<file path="src/rtl/coh_pkg.sv">
package coh_pkg;
  typedef enum logic [1:0] {
    ST_I = 2'd0,
    ST_S = 2'd1,
    ST_E = 2'd2,
    ST_M = 2'd3
  } mesi_t;

  typedef enum logic {
    F_IDLE = 1'b0,
    F_WAIT = 1'b1
  } fsm_t;

  localparam logic OP_RD  = 1'b0;
  localparam logic OP_RDX = 1'b1;
endpackage

</file>
<file path="src/rtl/coh_tag_array.sv">
module coh_tag_array import coh_pkg::*; #(
  parameter int NLINES = 4,
  parameter int TW     = 5,
  localparam int IW    = $clog2(NLINES)
) (
  input  logic                         clk,
  input  logic                         rst,
  input  logic [IW-1:0]                ra_idx,
  output logic [TW-1:0]                ra_tag,
  output mesi_t                        ra_state,
  input  logic [IW-1:0]                sa_idx,
  output logic [TW-1:0]                sa_tag,
  output mesi_t                        sa_state,
  input  logic                         upd_en,
  input  logic [IW-1:0]                upd_idx,
  input  logic [TW-1:0]                upd_tag,
  input  mesi_t                        upd_state,
  input  logic                         sn_en,
  input  logic [IW-1:0]                sn_idx,
  input  mesi_t                        sn_state,
  output logic [NLINES-1:0][1:0]       states_o
);
  logic [NLINES-1:0][TW-1:0] tags;

  for (genvar i = 0; i < NLINES; i++) begin : g_line
    mesi_t           st_q;
    logic [TW-1:0]   tg_q;
    always_ff @(posedge clk) begin
      if (rst) begin
        st_q <= ST_I;
        tg_q <= '0;
      end else if (upd_en && upd_idx == IW'(i)) begin
        st_q <= upd_state;
        tg_q <= upd_tag;
      end else if (sn_en && sn_idx == IW'(i)) begin
        st_q <= sn_state;
      end
    end
    assign states_o[i] = st_q;
    assign tags[i]     = tg_q;
  end

  assign ra_tag   = tags[ra_idx];
  assign ra_state = mesi_t'(states_o[ra_idx]);
  assign sa_tag   = tags[sa_idx];
  assign sa_state = mesi_t'(states_o[sa_idx]);
endmodule

</file>
<file path="src/rtl/coh_data_array.sv">
module coh_data_array #(
  parameter int NLINES = 4,
  parameter int LW     = 32,
  localparam int IW    = $clog2(NLINES)
) (
  input  logic          clk,
  input  logic          we,
  input  logic [IW-1:0] widx,
  input  logic [LW-1:0] wdata,
  input  logic [IW-1:0] ridx_a,
  output logic [LW-1:0] rdata_a,
  input  logic [IW-1:0] ridx_b,
  output logic [LW-1:0] rdata_b
);
  logic [LW-1:0] mem [NLINES];

  always_ff @(posedge clk) begin
    if (we) mem[widx] <= wdata;
  end

  assign rdata_a = mem[ridx_a];
  assign rdata_b = mem[ridx_b];
endmodule

</file>
<file path="src/rtl/coh_snoop_eval.sv">
module coh_snoop_eval import coh_pkg::*; (
  input  logic  valid,
  input  logic  op,
  input  logic  tag_match,
  input  mesi_t cur,
  output logic  hit,
  output mesi_t nxt,
  output logic  wb,
  output logic  shared
);
  always_comb begin
    hit    = valid && tag_match && (cur != ST_I);
    nxt    = (op == OP_RDX) ? ST_I : ST_S;
    wb     = hit && (cur == ST_M);
    shared = hit && (op == OP_RD);
  end
endmodule

</file>
<file path="src/rtl/coh_ctrl.sv">
module coh_ctrl import coh_pkg::*; #(
  parameter int AW     = 8,
  parameter int DW     = 16,
  parameter int WORDS  = 2,
  parameter int NLINES = 4
) (
  input  logic                            clk,
  input  logic                            rst,
  input  logic                            req_valid,
  input  logic                            req_write,
  input  logic [AW-1:0]                   req_addr,
  input  logic [DW-1:0]                   req_wdata,
  output logic                            req_done,
  output logic [DW-1:0]                   req_rdata,
  output logic                            bus_req_valid,
  output logic                            bus_req_op,
  output logic [AW-$clog2(WORDS)-1:0]     bus_req_addr,
  input  logic                            bus_resp_valid,
  input  logic                            bus_resp_shared,
  input  logic [DW*WORDS-1:0]             bus_resp_data,
  input  logic                            snoop_valid,
  input  logic                            snoop_op,
  input  logic [AW-$clog2(WORDS)-1:0]     snoop_addr,
  output logic                            snoop_shared,
  output logic                            wb_valid,
  output logic [AW-$clog2(WORDS)-1:0]     wb_addr,
  output logic [DW*WORDS-1:0]             wb_data
);
  localparam int OW  = $clog2(WORDS);
  localparam int IW  = $clog2(NLINES);
  localparam int TW  = AW - OW - IW;
  localparam int LW  = DW * WORDS;
  localparam int LAW = AW - OW;

  // request address fields
  logic [OW-1:0] r_off;
  logic [IW-1:0] r_idx;
  logic [TW-1:0] r_tag;
  logic [IW-1:0] s_idx;
  logic [TW-1:0] s_tag;
  assign r_off = req_addr[OW-1:0];
  assign r_idx = req_addr[OW +: IW];
  assign r_tag = req_addr[AW-1 -: TW];
  assign s_idx = snoop_addr[IW-1:0];
  assign s_tag = snoop_addr[LAW-1 -: TW];

  // pending request captured at acceptance
  fsm_t          fsm_q;
  logic          p_write;
  logic [OW-1:0] p_off;
  logic [IW-1:0] p_idx;
  logic [TW-1:0] p_tag;
  logic [DW-1:0] p_wdata;

  // array interfaces
  logic [TW-1:0] ra_tag, sa_tag;
  mesi_t         ra_state, sa_state;
  logic          upd_en;
  logic [IW-1:0] upd_idx;
  logic [TW-1:0] upd_tag;
  mesi_t         upd_state;
  logic [NLINES-1:0][1:0] line_states;
  logic          d_we;
  logic [IW-1:0] d_widx;
  logic [LW-1:0] d_wdata, rd_a, rd_b;

  // snoop decision
  logic  sn_hit, sn_wb, sn_shared;
  mesi_t sn_nxt;

  // request decode
  logic          acc, req_hit, hit_rd, hit_wq, need_bus, miss_acc, evict_wb, fill, e_write;
  logic [LW-1:0] m_hit, m_fill;

  coh_tag_array #(.NLINES(NLINES), .TW(TW)) u_tags (
    .clk      (clk),
    .rst      (rst),
    .ra_idx   (r_idx),
    .ra_tag   (ra_tag),
    .ra_state (ra_state),
    .sa_idx   (s_idx),
    .sa_tag   (sa_tag),
    .sa_state (sa_state),
    .upd_en   (upd_en),
    .upd_idx  (upd_idx),
    .upd_tag  (upd_tag),
    .upd_state(upd_state),
    .sn_en    (sn_hit),
    .sn_idx   (s_idx),
    .sn_state (sn_nxt),
    .states_o (line_states)
  );

  coh_data_array #(.NLINES(NLINES), .LW(LW)) u_data (
    .clk    (clk),
    .we     (d_we),
    .widx   (d_widx),
    .wdata  (d_wdata),
    .ridx_a (r_idx),
    .rdata_a(rd_a),
    .ridx_b (s_idx),
    .rdata_b(rd_b)
  );

  coh_snoop_eval u_snoop (
    .valid    (snoop_valid),
    .op       (snoop_op),
    .tag_match(sa_tag == s_tag),
    .cur      (sa_state),
    .hit      (sn_hit),
    .nxt      (sn_nxt),
    .wb       (sn_wb),
    .shared   (sn_shared)
  );

  always_comb begin
    acc      = (fsm_q == F_IDLE) && req_valid && !snoop_valid;
    req_hit  = (ra_state != ST_I) && (ra_tag == r_tag);
    hit_rd   = acc && !req_write && req_hit;
    hit_wq   = acc && req_write && req_hit && (ra_state == ST_E || ra_state == ST_M);
    e_write  = hit_wq && (ra_state == ST_E);
    need_bus = acc && !hit_rd && !hit_wq;
    miss_acc = need_bus && !req_hit;
    evict_wb = miss_acc && (ra_state == ST_M);
    fill     = (fsm_q == F_WAIT) && bus_resp_valid;
  end

  // word merges for a quiet store and for a fill
  always_comb begin
    m_hit  = rd_a;
    m_hit[int'(r_off)*DW +: DW] = req_wdata;
    m_fill = bus_resp_data;
    if (p_write) m_fill[int'(p_off)*DW +: DW] = p_wdata;
  end

  always_comb begin
    upd_en    = hit_wq || miss_acc || fill;
    upd_idx   = fill ? p_idx : r_idx;
    upd_tag   = fill ? p_tag : r_tag;
    if (fill)        upd_state = p_write ? ST_M : (bus_resp_shared ? ST_S : ST_E);
    else if (hit_wq) upd_state = ST_M;
    else             upd_state = ST_I;
    d_we    = hit_wq || fill;
    d_widx  = fill ? p_idx : r_idx;
    d_wdata = fill ? m_fill : m_hit;
  end

  always_ff @(posedge clk) begin
    if (rst) begin
      fsm_q   <= F_IDLE;
      p_write <= 1'b0;
      p_off   <= '0;
      p_idx   <= '0;
      p_tag   <= '0;
      p_wdata <= '0;
    end else begin
      if (need_bus) begin
        fsm_q   <= F_WAIT;
        p_write <= req_write;
        p_off   <= r_off;
        p_idx   <= r_idx;
        p_tag   <= r_tag;
        p_wdata <= req_wdata;
      end else if (fill) begin
        fsm_q <= F_IDLE;
      end
    end
  end

  always_ff @(posedge clk) begin
    if (rst) begin
      req_done      <= 1'b0;
      req_rdata     <= '0;
      bus_req_valid <= 1'b0;
      bus_req_op    <= 1'b0;
      bus_req_addr  <= '0;
      snoop_shared  <= 1'b0;
      wb_valid      <= 1'b0;
      wb_addr       <= '0;
      wb_data       <= '0;
    end else begin
      req_done      <= hit_rd || hit_wq || fill;
      if (hit_rd)      req_rdata <= rd_a[int'(r_off)*DW +: DW];
      else if (hit_wq) req_rdata <= req_wdata;
      else if (fill)   req_rdata <= m_fill[int'(p_off)*DW +: DW];
      bus_req_valid <= need_bus;
      if (need_bus) begin
        bus_req_op   <= req_write;
        bus_req_addr <= {r_tag, r_idx};
      end
      snoop_shared  <= sn_shared;
      wb_valid      <= sn_wb || evict_wb;
      if (sn_wb) begin
        wb_addr <= snoop_addr;
        wb_data <= rd_b;
      end else if (evict_wb) begin
        wb_addr <= {ra_tag, r_idx};
        wb_data <= rd_a;
      end
    end
  end
endmodule

</file>
<file path="config.mk">
export PLATFORM = sky130hd
export DESIGN_NAME = coh_ctrl
export DESIGN_NICKNAME = d
export VERILOG_FILES = /design/src/rtl/coh_pkg.sv /design/src/rtl/coh_tag_array.sv /design/src/rtl/coh_data_array.sv /design/src/rtl/coh_snoop_eval.sv /design/src/rtl/coh_ctrl.sv
export SDC_FILE = /design/constraint.sdc
export NUM_CORES = 1
export LEC_CHECK = 0
export BUFFER_PORTS_ARGS = -buffer_cell sky130_fd_sc_hd__buf_2
export CAP_MARGIN = 10
export CORE_MARGIN = 2
export CORE_UTILIZATION = 34
export CTS_CLUSTER_DIAMETER = 50
export DETAILED_ROUTE_END_ITERATION = 6
export SLEW_MARGIN = 20
export SYNTH_ARGS = -nofsm -noshare
export SYNTH_HDL_FRONTEND = slang
export SYNTH_SLANG_ARGS = --single-unit
</file>
<file path="constraint.sdc">
create_clock -name clk -period 6.5 [get_ports clk]
set_input_delay 0.325 -clock clk [delete_from_list [all_inputs] [get_ports clk]]
set_output_delay 0.325 -clock clk [all_outputs]
set_load 0.03 [all_outputs]
</file>
==> results of run 1 <==
==> flip-flops by register name, summed over array words and instances (netlist names) <==
register	flops
p_off	1
u_tags.g_line.tg_q	20
req_done	1
p_wdata	16
snoop_shared	1
wb_addr	7
p_idx	1
p_tag	5
fsm_q	1
bus_req_addr	1
req_rdata	16
bus_req_op	1
u_data.mem	128
wb_valid	1
wb_data	32
bus_req_valid	1
u_tags.g_line.st_q	8
==> layer usage <==
metal	global-route usage	up-vias	wire [µm]
met2	0.3067	263	17010
met3	0.03905	52	2263
met5	0	-	0
met1	0.2617	4428	16140
met4	0.04524	0	925
li1	-	4075	-
==> report_power, final <==
| group | switching, µW | internal [µW] |
|---|---|---|
| clock network | 672 | 963 |
| logic | 220 | 137 |
| registers | 17.9 | 1640 |
==> cells by family after synthesis <==
group	count (synthesis)
xor+xnor	8
compound gates	226
buf+inv	95
flops	241
simple gates	204
mux	212
==> final cells by class <==
cell class / instances / share of cell area
Antenna cell: 1 / 0.0001749
Clock buffer: 40 / 0.05660
Clock inverter: 18 / 0.01155
Inverter: 7 / 0.001837
Multi-Input combinational cell: 650 / 0.4010
Sequential cell: 241 / 0.4270
Tap cell: 461 / 0.04033
Timing Repair Buffer: 160 / 0.06158
==> stage by stage <==
| stage | total power [µW] | std cells |
|---|---|---|
| 5_1_grt | 3769 | 1577 |
| 3_5_place_dp | 2049 | 1518 |
| 4_1_cts | 3676 | 1576 |
| 6_report | 3652 | 1578 |
| 3_3_place_gp | 2043 | 1518 |
| 2_1_floorplan | 1928 | 986 |
==> worst max path at each step <==
stage	from	endpoint	slack, ps	cells after the start
2_1_floorplan	req_addr[1]	u_data.mem[3][0]	2780	8
3_3_place_gp	req_addr[2]	p_tag[0]	2180	10
3_5_place_dp	req_addr[2]	bus_req_addr[1]	2130	10
4_1_cts	req_addr[2]	p_tag[3]	2690	10
5_1_grt	snoop_addr[0]	wb_data[9]	2520	8
6_report	req_addr[2]	p_tag[3]	2680	10
==> worst max-delay path: cells and delay by family <==
| family | cells | cell delay [ps] |
|---|---|---|
| muxes | 1 | 200 |
| AOI/OAI and AO/OA | 2 | 1120 |
| buffers and inverters | 3 | 1320 |
| and+or+nand+nor | 4 | 1220 |
==> cells in the mapped netlist (8+ instances only) <==
| master | count | share of area |
|---|---|---|
| edfxtp_1 | 128 | 0.31 |
| mux4_2 | 74 | 0.14 |
| nor2b_1 | 20 | 0.010 |
| o22ai_1 | 14 | 0.0072 |
| mux2i_1 | 136 | 0.11 |
| nor3_1 | 8 | 0.0033 |
| nor2_1 | 94 | 0.029 |
| a22oi_1 | 13 | 0.0080 |
| a21oi_1 | 50 | 0.020 |
| dfxtp_1 | 113 | 0.19 |
| and3_1 | 20 | 0.010 |
| clkbuf_1 | 57 | 0.018 |
| a211oi_1 | 95 | 0.058 |
| o21ai_0 | 19 | 0.0078 |
| buf_2 | 11 | 0.0045 |
| nand2_1 | 30 | 0.0092 |
| a21o_1 | 16 | 0.0098 |
| buf_1 | 10 | 0.0031 |
==> results.yml, run 1 <==
logic_synthesis:
  synthMuxAreaShare: 0.2522
  postSynthAreaPerCell_um2: 12.39
  synth_seq_cells: 241
  syn_inst: 986
  seq_area_frac_synth: 0.4999
  synth-edff-count: 128
  synth_area_mm2: 0.01221
  synth_top_family_by_area: "multiplexers"
  ys.flop_type: "edfxtp_1"
  synth_fa_ha_area_frac: 0
  async_flop_share: 0
  yosysWarnings: 0
  synth.distinct_cells: 49
  synth_xor_xnor_area_share: 0.005737
  synth_nets: 1057
  synth_compound_area_frac: 0.1263
  synth-simple-area-share: 0.08022
clock_tree:
  ctsHoldBuffers: 0
  cts.path.max_buffers: 3
  postCtsSetupBuffers: 0
  numCtsBuffers: 31
  tritoncts: "done"
  ctsHtreeMaxLevel: 1
  ctsResizeCount: 0
  cts.root.buffer_cell: "clkbuf_16"
  clk_pin_slew_worst_paths_ps: 60
  clk_latency_ps: 560
  cts_sinks: 241
die:
  die_h_um: 193.5
  dieArea_mm2: 0.03745
  io_pins: 138
  fp-row-count: 69
  core_area_mm2: 0.03548
  die_w_um: 193.5
  initial_utilization: 0.3442
timing:
  worstMarginPinSlew_ps: 1116
  rsz0062_at_grt: "no"
  slew_headroom: 0.2562
  final-setup-viol-count: 0
  final-hold-violation-count: 0
  whs_ps: 22.99
  fin_ws_ps: 2679
  fin_tns_setup_ps: 0
  slew_violations: 0
  min_period_ps: 3821
  skew_ps: 12.14
  timing.fmax_mhz: 261.7
  min_period_over_period: 0.5879
hold_path:
  min_to: "snoop_shared"
  hold_start: "snoop_op"
  whs_path_depth: 2
  hp-class: "primary input to flop"
routing:
  routedWlPerCell_um: 23.03
  antenna_left: 0
  first_pass_iters: 5
  dr.first_iter.drc_count: 712
  routed_wl_um: 36340
  vias_per_cell: 5.588
  drc_errors: 0
  vias: 8818
critical_path:
  path_class: "primary input to flop"
  regToRegStartpoint: "u_tags.g_line[0].tg_q[1]"
  cp-end-kind: "flop"
  worstPathArrival_ps: 4220
  path_common_cell: "buf_4"
  required_ps: 6900
  r2r_cells: 8
  worst-r2r-setup-slack_ps: 2960
  slowest_stage: "a21o_1"
  crit_fanout: 30
  startpoint_type: "primary input"
  worst_path_largest_cell_delay_ps: 900
  reg2reg_to: "p_tag[3]"
  path_cells: "buf_2 -> buf_4 -> nor2b_1 -> a32o_1 -> or4_1 -> nor3_4 -> a21o_1 -> buf_4 -> mux2i_1 -> nor2_1"
cells_and_area:
  utilization: 0.4031
  layout.nets: 1162
  layout_common_cells: "136 x mux2i_1, 136 x buf_2, 128 x edfxtp_1"
  final_cell_area_mm2: 0.01430
  fill_cells: 3336
  drive_gt1_frac: 0.2715
  regArea_mm2: 0.006107
  layout-area-overhead-vs-synth_pct: 17.12
  multi_input_area_mm2: 0.005736
placed_design:
  dpl_cell_area_mm2: 0.01330
  gp_congestion: 0.8043
  io_buffers: 137
  hpwl_um: 24170
  place_ws_ps: 2134
power:
  ir_worst_vdd_v: 0.0002292
  p_per_area_mw_per_mm2: 255.3
  leakage_uw: 0.005689
run_status:
  status: "finished clean"
run:
  maxCapViolations: 0
global_route:
  antenna_found_initial: 0
  grt_pass1_wl_um: 54950
  grt_usage: 0.1898
  grt_start_max_net_pins: 80
  gr-total-overflow: 0
  grt_pass1_vias: 8730
No activity file was read; power rests on OpenSTA's default activity.
==> run 2: changes to the inputs <==
==> constraint.sdc (replaced) <==
create_clock -name clk -period 3.29 [get_ports clk]
set_input_delay 0.1645 -clock clk [delete_from_list [all_inputs] [get_ports clk]]
set_output_delay 0.1645 -clock clk [all_outputs]
set_load 0.03 [all_outputs]
==> run 2 against run 1 <==
Net effect:
- register-to-register slack got worse by 2800 ps
- sequential power increased by 98%
- first-iteration DRC count increased by 8.3%
- die area unchanged
- cell count increased by 3.2%
- largest cell class unchanged
- highest routed layer unchanged
==> results.yml, run 2 (synthesized netlist as in run 1, its figures left out) <==
timing:
  final-hold-violation-count: 0
  skew_ps: 21.11
  min_period_over_period: 0.9528
  final-setup-viol-count: 0
  min_period_ps: 3135
  slew_headroom: 0.3374
  worstMarginPinSlew_ps: 991.6
  slew_violations: 0
  rsz0062_at_grt: "no"
  fin_tns_setup_ps: 0
  timing.fmax_mhz: 319.0
  whs_ps: 59.16
global_route:
  grt_pass1_wl_um: 56030
  gr-total-overflow: 0
  grt_start_max_net_pins: 65
  grt_usage: 0.1940
  antenna_found_initial: 0
  grt_pass1_vias: 8927
clock_tree:
  clk_latency_ps: 580
  cts.path.max_buffers: 3
  cts_sinks: 241
  numCtsBuffers: 31
  postCtsSetupBuffers: 0
  tritoncts: "done"
  ctsHtreeMaxLevel: 1
  clk_pin_slew_worst_paths_ps: 60
  cts.root.buffer_cell: "clkbuf_16"
placed_design:
  dpl_cell_area_mm2: 0.01353
  io_buffers: 137
  hpwl_um: 24640
  gp_congestion: 0.8173
die:
  die_h_um: 193.5
  dieArea_mm2: 0.03745
  initial_utilization: 0.3442
  io_pins: 138
  fp-row-count: 69
  core_area_mm2: 0.03548
  die_w_um: 193.5
power:
  p_per_area_mw_per_mm2: 501.4
  ir_worst_vdd_v: 0.0004247
  leakage_uw: 0.006002
routing:
  vias: 9107
  routed_wl_um: 37250
  drc_errors: 0
  antenna_left: 0
  vias_per_cell: 5.591
  routedWlPerCell_um: 22.87
  first_pass_iters: 5
  dr.first_iter.drc_count: 771
cells_and_area:
  largest_reg_flops: 128
  layout_common_cells: "136 x mux2i_1, 136 x buf_2, 128 x edfxtp_1"
  top_register: "u_data.mem"
  drive_gt1_frac: 0.2793
  final_cell_area_mm2: 0.01498
  layout.nets: 1213
  reg_top3: "u_data.mem (128), wb_data (32), u_tags.g_line.tg_q (20)"
  layout-area-overhead-vs-synth_pct: 22.63
critical_path:
  path_cells: "mux4_2 -> xnor2_1 -> nand3_1 -> nor3_4 -> a21o_1 -> buf_12 -> mux2i_1 -> nor2_1 -> dlygate4sd3_1"
  required_ps: 3750
  crit_fanout: 18
  startpoint_type: "flop"
  cp-end-kind: "flop"
  path_class: "flop to flop"
  worst_path_largest_cell_delay_ps: 570
  critPathTopFamily: "simple AND/OR/NAND/NOR gates"
  slowest_stage: "dlygate4sd3_1"
  path_buf_inv: 2
  worstPathArrival_ps: 3590
hold_path:
  hp-class: "primary input to flop"
run_status:
  status: "finished clean"
run:
  maxCapViolations: 0
[run 2: cell count changes in the layout (fill, tap and decap cells not counted), moves of 2 or more]
cell / before / now
buf_12: 0 / 10
buf_4: 23 / 28
clkbuf_1: 9 / 3
clkbuf_8: 0 / 2
clkinv_1: 4 / 1
clkinvlp_4: 2 / 4
dlygate4sd3_1: 0 / 37
inv_6: 3 / 5
[run 2: area by class of cell]
type	count	area [µm²]
fillers	3296	20510
inverters	7	26.28
well taps	461	576.8
clock inverters	22	252.7
clock buffers	36	814.5
flip-flops and latches	241	6107
multi-input cells	650	5736
diodes	1	2.502
repair buffers	211	1461
[run 2: path summary, 6_finish.rpt]
check	start	endpoint	slack, ps	depth (start not counted)
worst max-delay path	u_tags.g_line[3].tg_q[2]	p_wdata[0]	160	9
worst min-delay path	bus_resp_shared	u_tags.g_line[1].st_q[1]	60	3
worst max register to register	u_tags.g_line[3].tg_q[2]	p_wdata[0]	160	9
worst min register to register	req_rdata[8]	req_rdata[8]	450	1
[run 2: report_power, final]
group | internal, µW | switching [µW]
clock network | 2050 | 1420
logic | 312 | 444
registers | 3240 | 35.9
total | 5610 | 1900
[run 2: tightest hold or removal path, cell delays in order]
cell and delay, ps:
buf_2 90, a211o_1 210, o22ai_1 100
[run 2: metal layers]
layer	vias up	GRT usage	wire length, µm
met5	-	0	0
met4	0	0.05485	990
met3	55	0.03278	2352
met2	318	0.3126	17480
met1	4573	0.2698	16420
li1	4161	-	-
[run 2: through the flow]
stage / setup WS (ps) / power, µW / std cells / utilization
after floorplan: -281.7 / 3809 / 986 / -
after global placement: 360.9 / 4049 / 1533 / 0.3814
after detailed placement: 314.6 / 4058 / 1533 / 0.3814
after CTS: 100.8 / 7553 / 1628 / 0.4219
after global routing: 14.21 / 7763 / 1628 / 0.4220
final: 155.4 / 7510 / 1629 / 0.4221
[run 2: what timing repair did]
item,4_1_cts,5_1_grt
setup endpoints to repair,0,5
hold buffers,37,0
gates resized for setup,0,1
hold endpoints to repair,34,0
